### src/rtl/opf_pkg.sv
package opf_pkg;

   typedef enum logic [2:0] {
      ST_FETCH_OP  = 3'd0,
      ST_FETCH_ARG = 3'd1,
      ST_READ_MEM  = 3'd2,
      ST_WRITEBACK = 3'd3,
      ST_HALT      = 3'd4
   } opf_state_e;

   localparam int OPC_W = 8;

   localparam logic [OPC_W-1:0] OPC_ADD_DIR   = 8'h02;
   localparam logic [OPC_W-1:0] OPC_ADD_IDX   = 8'h03;
   localparam logic [OPC_W-1:0] OPC_MOV_X_IDX = 8'h59;
   localparam logic [OPC_W-1:0] OPC_MOV_A_REG = 8'h5D;

   typedef struct packed {
      logic legal;
      logic indexed;
      logic from_reg;
      logic to_x;
      logic add;
   } opf_ctl_t;

endpackage

### src/rtl/opf_decode.sv
module opf_decode
   import opf_pkg::*;
#(
   parameter int DW = 8
) (
   input  logic [DW-1:0] opc,
   output opf_ctl_t      ctl
);

   logic hi_clear;

   generate
      if (DW > OPC_W) begin : g_wide
         assign hi_clear = ~|opc[DW-1:OPC_W];
      end else begin : g_exact
         assign hi_clear = 1'b1;
      end
   endgenerate

   always_comb begin
      ctl = '0;
      if (hi_clear) begin
         unique case (opc[OPC_W-1:0])
            OPC_ADD_DIR: begin
               ctl.legal = 1'b1;
               ctl.add   = 1'b1;
            end
            OPC_ADD_IDX: begin
               ctl.legal   = 1'b1;
               ctl.add     = 1'b1;
               ctl.indexed = 1'b1;
            end
            OPC_MOV_A_REG: begin
               ctl.legal    = 1'b1;
               ctl.from_reg = 1'b1;
            end
            OPC_MOV_X_IDX: begin
               ctl.legal   = 1'b1;
               ctl.indexed = 1'b1;
               ctl.to_x    = 1'b1;
            end
            default: ctl = '0;
         endcase
      end
   end

endmodule

### src/rtl/opf_addr_gen.sv
module opf_addr_gen #(
   parameter int DW         = 8,
   parameter int AW         = 8,
   parameter bit SIGNED_OFS = 1'b1
) (
   input  logic [DW-1:0] arg,
   input  logic [DW-1:0] xval,
   input  logic          indexed,
   output logic [AW-1:0] addr
);

   localparam int SW = (AW > DW) ? AW : DW;

   logic [SW-1:0] arg_ext;
   logic [SW-1:0] x_ext;
   logic [SW-1:0] sum;

   generate
      if (SIGNED_OFS) begin : g_sext
         assign arg_ext = SW'($signed(arg));
      end else begin : g_zext
         assign arg_ext = SW'(arg);
      end
   endgenerate

   assign x_ext = SW'(xval);
   assign sum   = x_ext + arg_ext;

   always_comb begin
      if (indexed) addr = sum[AW-1:0];
      else         addr = AW'(arg);
   end

endmodule

### src/rtl/opf_exec.sv
module opf_exec
   import opf_pkg::*;
#(
   parameter int DW = 8
) (
   input  opf_ctl_t      ctl,
   input  logic [DW-1:0] acc_cur,
   input  logic [DW-1:0] x_cur,
   input  logic          c_cur,
   input  logic [DW-1:0] operand,
   output logic [DW-1:0] acc_nx,
   output logic [DW-1:0] x_nx,
   output logic          c_nx
);

   logic [DW:0] sum;

   assign sum = {1'b0, acc_cur} + {1'b0, operand};

   always_comb begin
      acc_nx = acc_cur;
      x_nx   = x_cur;
      c_nx   = c_cur;
      if (ctl.add) begin
         acc_nx = sum[DW-1:0];
         c_nx   = sum[DW];
      end else if (ctl.to_x) begin
         x_nx = operand;
      end else begin
         acc_nx = operand;
      end
   end

endmodule

### src/rtl/opf_seq.sv
module opf_seq
   import opf_pkg::*;
#(
   parameter int DW         = 8,
   parameter int AW         = 8,
   parameter int PCW        = 8,
   parameter bit SIGNED_OFS = 1'b1
) (
   input  logic           clk,
   input  logic           rst,
   output logic [PCW-1:0] prog_addr,
   input  logic [DW-1:0]  prog_data,
   output logic [AW-1:0]  data_addr,
   output logic           ram_rd,
   output logic           reg_rd,
   input  logic [DW-1:0]  ram_data,
   input  logic [DW-1:0]  reg_data,
   output logic [DW-1:0]  acc,
   output logic [DW-1:0]  xreg,
   output logic           carry,
   output logic [PCW-1:0] pc,
   output logic           retire,
   output logic           illegal
);

   localparam logic [PCW-1:0] PC_ONE  = PCW'(1);
   localparam logic [PCW-1:0] PC_STEP = PCW'(2);

   generate
      if (DW < OPC_W) begin : g_bad_dw
         $error("opf_seq: DW must be at least the opcode width");
      end
      if (PCW < 2) begin : g_bad_pcw
         $error("opf_seq: PCW must be at least 2");
      end
      if (AW < 1) begin : g_bad_aw
         $error("opf_seq: AW must be positive");
      end
   endgenerate

   opf_state_e     state_q;
   opf_ctl_t       ctl_dec;
   opf_ctl_t       ctl_q;
   logic [DW-1:0]  acc_q, x_q, acc_nx, x_nx;
   logic           c_q, c_nx, ill_q;
   logic [PCW-1:0] pc_q;
   logic [DW-1:0]  operand;

   opf_decode #(.DW(DW)) u_dec (
      .opc (prog_data),
      .ctl (ctl_dec)
   );

   opf_addr_gen #(.DW(DW), .AW(AW), .SIGNED_OFS(SIGNED_OFS)) u_agen (
      .arg     (prog_data),
      .xval    (x_q),
      .indexed (ctl_q.indexed),
      .addr    (data_addr)
   );

   assign operand = ctl_q.from_reg ? reg_data : ram_data;

   opf_exec #(.DW(DW)) u_exec (
      .ctl     (ctl_q),
      .acc_cur (acc_q),
      .x_cur   (x_q),
      .c_cur   (c_q),
      .operand (operand),
      .acc_nx  (acc_nx),
      .x_nx    (x_nx),
      .c_nx    (c_nx)
   );

   always_ff @(posedge clk) begin
      if (rst) begin
         state_q <= ST_FETCH_OP;
         ctl_q   <= '0;
         pc_q    <= '0;
         acc_q   <= '0;
         x_q     <= '0;
         c_q     <= 1'b0;
         ill_q   <= 1'b0;
      end else begin
         unique case (state_q)
            ST_FETCH_OP: state_q <= ST_FETCH_ARG;
            ST_FETCH_ARG: begin
               ctl_q <= ctl_dec;
               if (ctl_dec.legal) begin
                  state_q <= ST_READ_MEM;
               end else begin
                  state_q <= ST_HALT;
                  ill_q   <= 1'b1;
               end
            end
            ST_READ_MEM: state_q <= ST_WRITEBACK;
            ST_WRITEBACK: begin
               acc_q   <= acc_nx;
               x_q     <= x_nx;
               c_q     <= c_nx;
               pc_q    <= pc_q + PC_STEP;
               state_q <= ST_FETCH_OP;
            end
            ST_HALT: state_q <= ST_HALT;
            default: state_q <= ST_HALT;
         endcase
      end
   end

   assign prog_addr = (state_q == ST_FETCH_ARG) ? (pc_q + PC_ONE) : pc_q;
   assign ram_rd    = (state_q == ST_READ_MEM) && !ctl_q.from_reg;
   assign reg_rd    = (state_q == ST_READ_MEM) &&  ctl_q.from_reg;
   assign retire    = (state_q == ST_WRITEBACK);
   assign acc       = acc_q;
   assign xreg      = x_q;
   assign carry     = c_q;
   assign pc        = pc_q;
   assign illegal   = ill_q;

endmodule

### config.mk
export PLATFORM = sky130hd
export DESIGN_NAME = opf_seq
export DESIGN_NICKNAME = d
export VERILOG_FILES = /design/src/rtl/opf_pkg.sv /design/src/rtl/opf_decode.sv /design/src/rtl/opf_addr_gen.sv /design/src/rtl/opf_exec.sv /design/src/rtl/opf_seq.sv
export SDC_FILE = /design/constraint.sdc
export NUM_CORES = 1
export LEC_CHECK = 0
export BUFFER_PORTS_ARGS = -buffer_cell sky130_fd_sc_hd__buf_2
export CAP_MARGIN = 10
export CORE_MARGIN = 2
export CORE_UTILIZATION = 51
export CTS_CLUSTER_SIZE = 25
export DETAILED_ROUTE_END_ITERATION = 10
export PLACE_DENSITY_LB_ADDON = 0.05
export SLEW_MARGIN = 0
export SYNTH_ARGS = -nofsm -noshare
export SYNTH_HDL_FRONTEND = slang
export SYNTH_SLANG_ARGS = --single-unit
### constraint.sdc
create_clock -name clk -period 2.7 [get_ports clk]
set_input_delay 0.54 -clock clk [delete_from_list [all_inputs] [get_ports clk]]
set_output_delay 0.54 -clock clk [all_outputs]
set_load 0.02 [all_outputs]
==> flow_summary.yaml <==
pwr:
  switching_power_uw: 270
  p_int_uw: 815
  power.density_mw_per_mm2: 378
  cellLeakagePower_uw: 0.00131
  p_clk_share_pct: 41.8
  p_sw_share_pct: 24.9
  seqPwrFrac_pct: 44.8
  comb_power_share_pct: 13.4
  peakVddDrop_mv: 0.259
floorplan:
  start_util_pct: 52.3
  num_io_pins: 71
  core_area_mm2: 0.00432
  die_w_um: 70.6
  die_area_mm2: 0.00498
  num_rows: 24
  die_h_um: 70.6
placement:
  hpwl_um: 4110
  post_dp_cell_area_mm2: 0.00270
  port_buffers: 69
  gp_congestion: 0.819
final_layout:
  final_area_mm2: 0.00287
  nFillCells: 392
  area_delta_synth_final_pct: 26.9
  diodes: 0
  multi_input_area_mm2: 0.00148
  fin_util_pct: 66.3
  nNetsFinal: 392
  ff_latch_area_um2: 642
  drive_above_1_share_pct: 34.1
worst_setup_path:
  cp.required_ns: 2.16
  setup.worst_path.end_class: "primary output"
  max_stage_delay_ns: 0.32
  cp_max_fo: 4
  path_cells: "buf_2 -> ha_1 -> a211oi_2 -> o21ai_1 -> a21o_1 -> a211oi_2 -> xnor2_1 -> buf_4"
  critical_path.slowest_cell: "ha_1"
  critPathKind: "primary input to primary output"
  crit_path_frequent_cell: "a211oi_2"
  arrival_ns: 2.08
  cp-start-kind: "primary input"
routing:
  via_count: 2155
  drt-initial-drc-count: 44
  drt_drc_violations_left: 0
  postRouteAntennaNets: 0
  via_per_inst: 5.37
  routed_wl_um: 5400
  detail_route.wl_per_cell_um: 13.5
  first_pass_iters: 4
clocking:
  clock_latency_ns: 0.29
  cts_tree: "yes"
  cts-buffers-inserted: 5
  h-tree-depth: 2
  clock_path_buffers: 2
  root_buffer: "clkbuf_8"
  clkSinkCount: 32
  cts.reportedPaths.clkPinSlew_ns: 0.07
logic_synthesis:
  yosysSeqAreaShare_pct: 28.3
  yosysWarnings: 0
  ys_top_cells_by_count: "dfxtp_1, nor2_1, inv_1, a21oi_1, ha_1"
  syn_area_mm2: 0.00226
  synth.area.top_cells: "dfxtp_1, ha_1, mux2i_1"
  synth-edff-count: 0
  synth_seq_cells: 32
  post-synth-top-count-cell: "dfxtp_1"
  synth_async_sr_flop_share_pct: 0
  syn-instance-count: 271
  synth_top_area_share_pct: 28.3
  yosysTopAreaCell: "dfxtp_1"
  synth.avg_cell_area_um2: 8.34
  synth_cell_types: 48
  syn_nets: 315
  synthFlopType: "dfxtp_1"
timing:
  hold_viol_final: 0
  holdWs_ns: 0.447
  relSlewSlack_pct: 58.3
  setup_viol: 0
  max_freq_mhz: 382
  report.final.slew_viol_count: 0
  fin_skew_ns: 0.00812
  tightestPinTransition_ns: 0.625
  fin_crit_ns: 2.62
  post-route-period-util_pct: 97.0
global_route:
  grt_antenna_before_repair: 0
  grt_first_pass_wirelength_um: 8720
  grt_pass1_vias: 1937
  grt_use_total_pct: 22.0
  grt_max_degree: 35
  overflow: 0
hold_path:
  min_path_type: "register to register"
run_status:
  status: "complete, no violations"
job:
  drv_cap: 0
==> cell families (layout without fill, tap and decap cells) <==
family,after synthesis,in the layout,share of synthesized area [%]
xor+xnor,13,13,5.04
fa+ha+maj,18,18,10.6
flops,32,32,28.3
compound gates,60,60,16.8
simple gates,87,87,20.8
buf+inv,40,118,8.85
mux,20,20,9.41
other cells,1,1,0.166
==> flip-flops by register name, indices dropped and copies added (netlist names) <==
name	count
acc	8
xreg	8
pc	7
ctl_q	4
state_q	3
carry	1
illegal	1
==> repair_timing <==
action | CTS | global route
gates resized for setup | 9 | 8
pin swaps | 2 | 5
hold buffers | 0 | 0
setup endpoints to repair | 3 | 5
buffers inserted | 1 | 0
==> layout make-up <==
type	count	share of cell area [%]
Sequential cell	32	22.4
Clock inverter	2	1.22
Multi-Input combinational cell	199	51.4
Inverter	21	2.75
Clock buffer	6	2.53
Timing Repair Buffer	89	17.4
Tap cell	52	2.27
==> worst max-delay path: cells and delay by family <==
family	cells	cell delay, ns
AO/OA/AOI/OAI	4	0.79
adder cells (fa/ha/maj)	1	0.32
buffers and inverters	2	0.28
XOR/XNOR	1	0.14
==> worst paths after layout <==
kind | to | from | slack [ns] | depth (start not counted)
max reg2reg | carry | ctl_q[2] | 0.40 | 8
max | data_addr[7] | prog_data[1] | 0.08 | 8
min reg2reg | illegal | illegal | 0.45 | 2
min | illegal | illegal | 0.45 | 2
==> layout by cell type (no fill, tap or decap), types with 4 or more instances in the layout <==
| cell type | n |
|---|---|
| dfxtp_1 | 31 |
| ha_1 | 15 |
| nor3b_1 | 4 |
| nand2_1 | 15 |
| mux2_2 | 6 |
| inv_1 | 21 |
| nor3_1 | 5 |
| o21ai_0 | 11 |
| mux2i_1 | 13 |
| xor2_1 | 6 |
| nand3_1 | 8 |
| buf_4 | 22 |
| a31oi_1 | 4 |
| xnor2_1 | 7 |
| a211oi_1 | 8 |
| clkbuf_8 | 5 |
| a21oi_1 | 17 |
| nor2_1 | 31 |
| buf_2 | 67 |
==> routing by layer <==
metal / global-route usage [%] / vias up / wire [um]
met5: 0 / - / 0
met4: 11.7 / 0 / 119
met3: 3.56 / 9 / 228
met2: 36.1 / 56 / 2580
met1: 28.0 / 990 / 2480
li1: - / 1100 / -
==> metrics by stage <==
| step | cells | worst slack (ns) | TNS (ns) | total power [uW] |
|---|---|---|---|---|
| 2_1_floorplan | 271 | 0.0606 | 0 | 577 |
| 3_3_place_gp | 392 | -0.110 | -0.204 | 637 |
| 3_5_place_dp | 392 | -0.134 | -0.261 | 638 |
| 4_1_cts | 401 | 0.0305 | 0 | 1100 |
| 5_1_grt | 401 | -0.00802 | -0.00802 | 1130 |
| 6_report | 401 | 0.0815 | 0 | 1090 |
==> power groups by stage <==
stage | Clock, uW | Sequential (uW) | Combinational (uW)
after floorplan | 0 | 497 | 80.3
after global placement | 0 | 496 | 141
after detailed placement | 0 | 496 | 142
after CTS | 466 | 486 | 144
after global routing | 484 | 486 | 160
final | 454 | 486 | 146
Note: power is estimated with default switching activity, not from simulation.
